$ cat config.mk
export PLATFORM = sky130hd
export DESIGN_NAME = brs_burst_seq
export DESIGN_NICKNAME = d
export VERILOG_FILES = /design/src/rtl/brs_pkg.sv /design/src/rtl/brs_cfg_reg.sv /design/src/rtl/brs_array.sv /design/src/rtl/brs_ctrl.sv /design/src/rtl/brs_burst_seq.sv
export SDC_FILE = /design/constraint.sdc
export NUM_CORES = 1
export LEC_CHECK = 0
export CORE_ASPECT_RATIO = 1.75
export CORE_MARGIN = 8
export CORE_UTILIZATION = 30
export DETAILED_ROUTE_END_ITERATION = 10
export HOLD_SLACK_MARGIN = 0.12
export PLACE_DENSITY_LB_ADDON = 0.05
export SLEW_MARGIN = 20
export SYNTH_ARGS = -nofsm -noshare
export SYNTH_HDL_FRONTEND = slang
export SYNTH_SLANG_ARGS = --single-unit
$ cat constraint.sdc
create_clock -name clk -period 2.5 [get_ports clk]
set_input_delay 0.25 -clock clk [delete_from_list [all_inputs] [get_ports clk]]
set_output_delay 0.25 -clock clk [all_outputs]
set_load 0.02 [all_outputs]
$ cat src/rtl/brs_pkg.sv
// Shared types for the burst read output sequencer.
// Assumes nothing beyond the parameters of the blocks that import it.
package brs_pkg;

    typedef enum logic [1:0] {
        ST_IDLE  = 2'd0,
        ST_LAT   = 2'd1,
        ST_DATA  = 2'd2,
        ST_ASYNC = 2'd3
    } brs_state_e;

    typedef struct packed {
        logic hold2;       // 1: two clocks per word
        logic wait_early;  // 1: WAIT drops one data cycle early
    } brs_cfg_t;

endpackage

$ cat src/rtl/brs_cfg_reg.sv
// Configuration register holding the hold and wait-timing bits.
// Assumes a synchronous active-low reset; both bits reset to 1.
module brs_cfg_reg
    import brs_pkg::*;
(
    input  logic     clk,
    input  logic     rst_n,
    input  logic     we,
    input  brs_cfg_t wdata,
    output brs_cfg_t cfg
);

    // Load new configuration on a write, defaults on reset.
    always_ff @(posedge clk) begin
        if (!rst_n) begin
            cfg <= '{hold2: 1'b1, wait_early: 1'b1};
        end else if (we) begin
            cfg <= wdata;
        end
    end

endmodule

$ cat src/rtl/brs_array.sv
// Read-only array model: each word is computed from its address.
// Assumes ADDR_W >= 8 and DATA_W a multiple of 8. Byte lane k is
// the low address byte XOR (8'h3C * k).
module brs_array #(
    parameter int ADDR_W = 8,
    parameter int DATA_W = 16
) (
    input  logic [ADDR_W-1:0] addr,
    output logic [DATA_W-1:0] data
);

    localparam int LANES = DATA_W / 8;

    logic [7:0] addr_lo;
    assign addr_lo = addr[7:0];

    // One pattern byte per lane.
    for (genvar k = 0; k < LANES; k++) begin : g_lane
        localparam logic [7:0] LANE_KEY = 8'((8'h3C * k) & 8'hFF);
        assign data[k*8 +: 8] = addr_lo ^ LANE_KEY;
    end

endmodule

$ cat src/rtl/brs_ctrl.sv
// Burst sequencer state machine: latency count, word hold count,
// address stepping and WAIT generation. Configuration and burst
// parameters are captured at burst start. Assumes rd_data is the
// combinational array word for fetch_addr.
module brs_ctrl
    import brs_pkg::*;
#(
    parameter int ADDR_W  = 8,
    parameter int DATA_W  = 16,
    parameter int LEN_W   = 4,
    parameter int LAT_W   = 3,
    parameter int MIN_LAT = 2
) (
    input  logic              clk,
    input  logic              rst_n,
    input  brs_cfg_t          cfg,
    input  logic              start,
    input  logic [ADDR_W-1:0] start_addr,
    input  logic [LEN_W-1:0]  burst_len,
    input  logic [LAT_W-1:0]  latency,
    input  logic              async_rd,
    input  logic [DATA_W-1:0] rd_data,
    output logic [ADDR_W-1:0] fetch_addr,
    output logic [DATA_W-1:0] dout,
    output logic              dout_oe,
    output logic              wait_o,
    output logic              in_data,
    output logic              hold2_q
);

    localparam logic [LAT_W-1:0] LAT_FLOOR = LAT_W'(MIN_LAT);
    localparam logic [LEN_W-1:0] LEN_ONE   = LEN_W'(1);

    brs_state_e        state_q;
    logic [LAT_W-1:0]  lat_cnt_q;
    logic              hold_cnt_q;
    logic [LEN_W-1:0]  words_left_q;
    logic [ADDR_W-1:0] addr_q;
    logic              early_q;
    logic [DATA_W-1:0] dout_q;

    logic [LAT_W-1:0]  lat_eff;
    logic [LEN_W-1:0]  len_eff;
    logic [LAT_W-1:0]  wait_floor;

    // Clamp burst parameters to their legal range.
    always_comb begin
        lat_eff = (latency < LAT_FLOOR) ? LAT_FLOOR : latency;
        len_eff = (burst_len == '0) ? LEN_ONE : burst_len;
    end

    // Remaining-latency threshold below which WAIT is already low.
    always_comb begin
        if (!early_q)     wait_floor = '0;
        else if (hold2_q) wait_floor = LAT_W'(2);
        else              wait_floor = LAT_W'(1);
    end

    // Array address: live input while idle, stepped pointer otherwise.
    assign fetch_addr = (state_q == ST_IDLE) ? start_addr : addr_q;

    // Main sequencing: idle, latency, data cycles, single async read.
    always_ff @(posedge clk) begin
        if (!rst_n) begin
            state_q      <= ST_IDLE;
            lat_cnt_q    <= '0;
            hold_cnt_q   <= 1'b0;
            words_left_q <= '0;
            addr_q       <= '0;
            hold2_q      <= 1'b1;
            early_q      <= 1'b1;
            dout_q       <= '0;
        end else begin
            unique case (state_q)
                ST_IDLE: begin
                    if (start) begin
                        state_q      <= ST_LAT;
                        lat_cnt_q    <= lat_eff - LAT_W'(1);
                        words_left_q <= len_eff;
                        addr_q       <= start_addr;
                        hold2_q      <= cfg.hold2;
                        early_q      <= cfg.wait_early;
                    end else if (async_rd) begin
                        state_q <= ST_ASYNC;
                        dout_q  <= rd_data;
                    end
                end
                ST_LAT: begin
                    if (lat_cnt_q == '0) begin
                        state_q      <= ST_DATA;
                        dout_q       <= rd_data;
                        addr_q       <= addr_q + ADDR_W'(1);
                        hold_cnt_q   <= hold2_q;
                        words_left_q <= words_left_q - LEN_W'(1);
                    end else begin
                        lat_cnt_q <= lat_cnt_q - LAT_W'(1);
                    end
                end
                ST_DATA: begin
                    if (hold_cnt_q) begin
                        hold_cnt_q <= 1'b0;
                    end else if (words_left_q == '0) begin
                        state_q <= ST_IDLE;
                    end else begin
                        dout_q       <= rd_data;
                        addr_q       <= addr_q + ADDR_W'(1);
                        hold_cnt_q   <= hold2_q;
                        words_left_q <= words_left_q - LEN_W'(1);
                    end
                end
                ST_ASYNC: begin
                    state_q <= ST_IDLE;
                end
                default: state_q <= ST_IDLE;
            endcase
        end
    end

    // Output flags decoded from registered state.
    always_comb begin
        in_data = (state_q == ST_DATA);
        dout_oe = in_data || (state_q == ST_ASYNC);
        wait_o  = (state_q == ST_LAT) && (lat_cnt_q >= wait_floor);
        dout    = dout_q;
    end

endmodule

$ cat src/rtl/brs_burst_seq.sv
// Top level of the burst read output sequencer: configuration
// register, array model and sequencer. The WAIT driver is released
// whenever the host is writing.
module brs_burst_seq
    import brs_pkg::*;
#(
    parameter int ADDR_W = 8,
    parameter int DATA_W = 16,
    parameter int LEN_W  = 4,
    parameter int LAT_W  = 3
) (
    input  logic              clk,
    input  logic              rst_n,
    input  logic              cfg_we,
    input  logic              cfg_hold2,
    input  logic              cfg_wait_early,
    input  logic              start,
    input  logic [ADDR_W-1:0] start_addr,
    input  logic [LEN_W-1:0]  burst_len,
    input  logic [LAT_W-1:0]  latency,
    input  logic              async_rd,
    input  logic              wr_en,
    output logic [DATA_W-1:0] dout,
    output logic              dout_oe,
    output logic              wait_o,
    output logic              wait_oe
);

    brs_cfg_t          cfg_q;
    brs_cfg_t          cfg_wdata;
    logic [ADDR_W-1:0] fetch_addr;
    logic [DATA_W-1:0] rd_data;
    logic              in_data;
    logic              hold2_q;

    assign cfg_wdata = '{hold2: cfg_hold2, wait_early: cfg_wait_early};

    brs_cfg_reg u_cfg (
        .clk   (clk),
        .rst_n (rst_n),
        .we    (cfg_we),
        .wdata (cfg_wdata),
        .cfg   (cfg_q)
    );

    brs_array #(.ADDR_W(ADDR_W), .DATA_W(DATA_W)) u_array (
        .addr (fetch_addr),
        .data (rd_data)
    );

    brs_ctrl #(
        .ADDR_W (ADDR_W),
        .DATA_W (DATA_W),
        .LEN_W  (LEN_W),
        .LAT_W  (LAT_W)
    ) u_ctrl (
        .clk        (clk),
        .rst_n      (rst_n),
        .cfg        (cfg_q),
        .start      (start),
        .start_addr (start_addr),
        .burst_len  (burst_len),
        .latency    (latency),
        .async_rd   (async_rd),
        .rd_data    (rd_data),
        .fetch_addr (fetch_addr),
        .dout       (dout),
        .dout_oe    (dout_oe),
        .wait_o     (wait_o),
        .in_data    (in_data),
        .hold2_q    (hold2_q)
    );

    // WAIT is released while the host writes.
    assign wait_oe = !wr_en;

endmodule

==> results_dict.tcl <==
set metrics [dict create \
    cts_htree_levels 2 \
    synth_seq_cells 34 \
    antenna_found_initial 0 \
    clk_pin_slew_ns 0.06 \
    synthTopCellsByArea "dfxtp_1 (34%), mux2i_1 (7.0%), ha_1 (5.6%)" \
    ys_seq_area_share_pct 34.0 \
    cts_buffers 5 \
    gr-usage-all-layers_pct 12.7 \
    viasPerCell 5.25 \
    synth_most_common_cell "dfxtp_1" \
    setup.worst_path.start_class "flip-flop" \
    die-area_mm2 0.00965 \
    leakage_nw 1.06 \
    reg2reg_to "u_ctrl.lat_cnt_q[2]" \
    n_antenna_cell 0 \
    whs_path_depth 2 \
    syn_area_per_cell_um2 8.56 \
    tightest_slew_ns 0.644 \
    cts_root_buf "clkbuf_16" \
    ys_async_sr_fraction_pct 0 \
    place_area_mm2 0.00247 \
    outcome "complete, no violations" \
    maxCapViolCount 0 \
    core_area_mm2 0.00649 \
    rows 39 \
    post_cts_buffers 0 \
    powerDensity_mw_per_mm2 1410 \
    synth_top_cell_by_area "dfxtp_1" \
    layout-drive-gt1-share_pct 10.5 \
    rsz0062_at_grt "no" \
    crit_required_ns 2.25 \
    ys.flop_type "dfxtp_1" \
    setup_tns_ns 0 \
    syn_to_final_growth_pct 30.9 \
    critPathArrivalTime_ns 1.95 \
    drv_slew 0 \
    power_frac_seq_pct 26.4 \
    p_clk_share_pct 17.0 \
    routed_wl_um 5950 \
    finalHoldViolCount 0 \
    max_freq_mhz 456 \
    pin_count 42 \
    die_x_um 77.8 \
    io_buffers 41 \
    clkSinkCount 34 \
    vias 1879 \
    die_y_um 124 \
    grt_max_degree 23 \
    swShare_pct 43.6 \
    yosysTopAreaCellShare_pct 34.0 \
    clk_latency_ns 0.28 \
    fin_crit_sh_pct 87.8 \
    power_frac_comb_pct 56.6 \
    synth.cell_area_mm2 0.00200 \
    hold_end "u_ctrl.dout[11]" \
    overflow 0 \
    setup_ws_ns 0.305 \
    ir_worst_vdd_mv 0.491 \
    cp-end-kind "output pin" \
    setup_viol 0 \
    ys_types 48 \
    holdBufCountCts 0 \
    drtAntennaViolNets 0 \
    rrSetupSlack_ns 0.43 \
    start_util_pct 30.9 \
    ctsResizeCount 0 \
    stdcell_area_mm2 0.00262 \
    drtPass1Iterations 4 \
    switching_power_w 0.00161 \
    post-route-drc-count 0 \
    worstHoldStart "u_ctrl.dout[11]" \
    ff2ff_path_depth 8 \
    detailedPlace.worstSlack_ns 0.426 \
    synth_edf_count 0 \
    wl_per_cell_um 16.6 \
    cts.path.max_buffers 2 \
    slew_headroom_pct 56.8 \
    yosysWarnings 0 \
    layout.nets 307 \
    cts_tree "built" \
    internal_power_w 0.00209 \
    drt-initial-drc-count 76 \
    min_period_ns 2.20 \
    crit-reg2reg-launch "u_ctrl.state_q[1]" \
    synthesis.instances 234 \
    path_class "reg2out" \
    hpwl_um 4440 \
    first_global_vias 1922 \
    cp_max_fo 9 \
    clock_skew_ns 0.00445 \
    synth.top_cells.by_count "dfxtp_1 (34), nand2_1 (21), a21oi_1 (16)" \
    place.gp.congestion 0.750 \
    grt_pass1_wl_um 9710 \
    hold_path_class "reg2reg" \
    synth_fp_nets 266 \
    n_fill_cell 671 \
]
[registers in the layout (all words and copies together) (netlist names)]
signal,flops
u_cfg.cfg,2
u_ctrl.words_left_q,4
u_ctrl.hold2_q,1
u_ctrl.lat_cnt_q,3
u_ctrl.state_q,2
u_ctrl.hold_cnt_q,1
u_ctrl.dout,12
u_ctrl.early_q,1
u_ctrl.addr_q,8
[per-layer routing]
layer  wire length, um  track usage (%)  vias up
met5                 0                0        -
met4               107             5.23        0
met3               188             2.17        9
met2              3190             23.1       37
met1              2470             14.1      886
li1                  -                -      947
[metrics by stage]
| step | utilization [%] | total power, W | hold WS [ns] | instances |
|---|---|---|---|---|
| 2_1_floorplan | - | 0.00247 | 0.378 | 234 |
| 3_3_place_gp | 38.1 | 0.00311 | 0.468 | 350 |
| 3_5_place_dp | 38.1 | 0.00312 | 0.469 | 350 |
| 4_1_cts | 40.4 | 0.00376 | 0.484 | 358 |
| 5_1_grt | 40.4 | 0.00402 | 0.514 | 358 |
| 6_report | 40.4 | 0.00370 | 0.481 | 358 |
[worst max-delay path, cell delays in order (launching register included)]
cell,delay (ns)
dfxtp_1,0.33
inv_1,0.09
ha_1,0.37
inv_1,0.14
a21oi_1,0.13
clkdlybuf4s50_1,0.61
[layout by cell type, fill, tap and decap left out, types with 2 or more instances in the layout]
master	Yosys	layout
o21ai_0	13	13
clkdlybuf4s50_1	0	41
o21a_1	2	2
nand3_1	12	12
nor2b_1	4	4
buf_4	5	11
nand2b_1	3	3
a31oi_1	3	3
o31ai_1	5	5
o22ai_1	4	4
inv_1	12	12
nor3_1	6	6
nor2_1	13	13
dfxtp_1	34	34
o221a_2	3	3
o211a_1	4	4
a31o_2	2	2
or2_2	2	2
ha_1	9	9
o41ai_1	2	2
a211oi_1	8	8
nand2_1	21	21
o311ai_1	3	3
mux2i_1	14	14
a22oi_1	3	3
a21oi_1	16	16
clkbuf_16	0	5
[area by class of cell]
cell class / count / area (um2) / area share, %
inverter: 13 / 48.8 / 1.86
timing repair buffer: 52 / 493 / 18.8
clock inverter: 2 / 12.5 / 0.477
sequential: 34 / 681 / 26.0
tap: 82 / 103 / 3.91
multi-input combinational: 169 / 1150 / 43.7
clock buffer: 6 / 139 / 5.30
[logic make-up after synthesis]
kind of cell    after synthesis  synth area share (%)
buf+inv                      31                  8.81
flops                        34                  34.0
compound gates               74                  25.9
mux                          15                  7.56
simple gates                 71                  18.1
fa+ha+maj                     9                  5.62
[how the worst max path moves through the flow]
stage                               end               from
floorplan           u_ctrl.lat_cnt_q[2]  u_ctrl.state_q[1]
global placement    u_ctrl.lat_cnt_q[2]  u_ctrl.state_q[1]
detailed placement  u_ctrl.lat_cnt_q[2]  u_ctrl.state_q[1]
CTS                              wait_o  u_ctrl.state_q[1]
global route                     wait_o  u_ctrl.state_q[1]
finish                           wait_o  u_ctrl.state_q[1]
[power groups by stage]
stage	combinational [W]	clock (W)	sequential, W
after CTS	0.00214	0.000647	0.000979
after global routing	0.00234	0.000671	0.00101
after global placement	0.00213	0	0.000988
after floorplan	0.00145	0	0.00102
final	0.00210	0.000629	0.000977
after detailed placement	0.00213	0	0.000991
(Power assumes the default switching activity.)
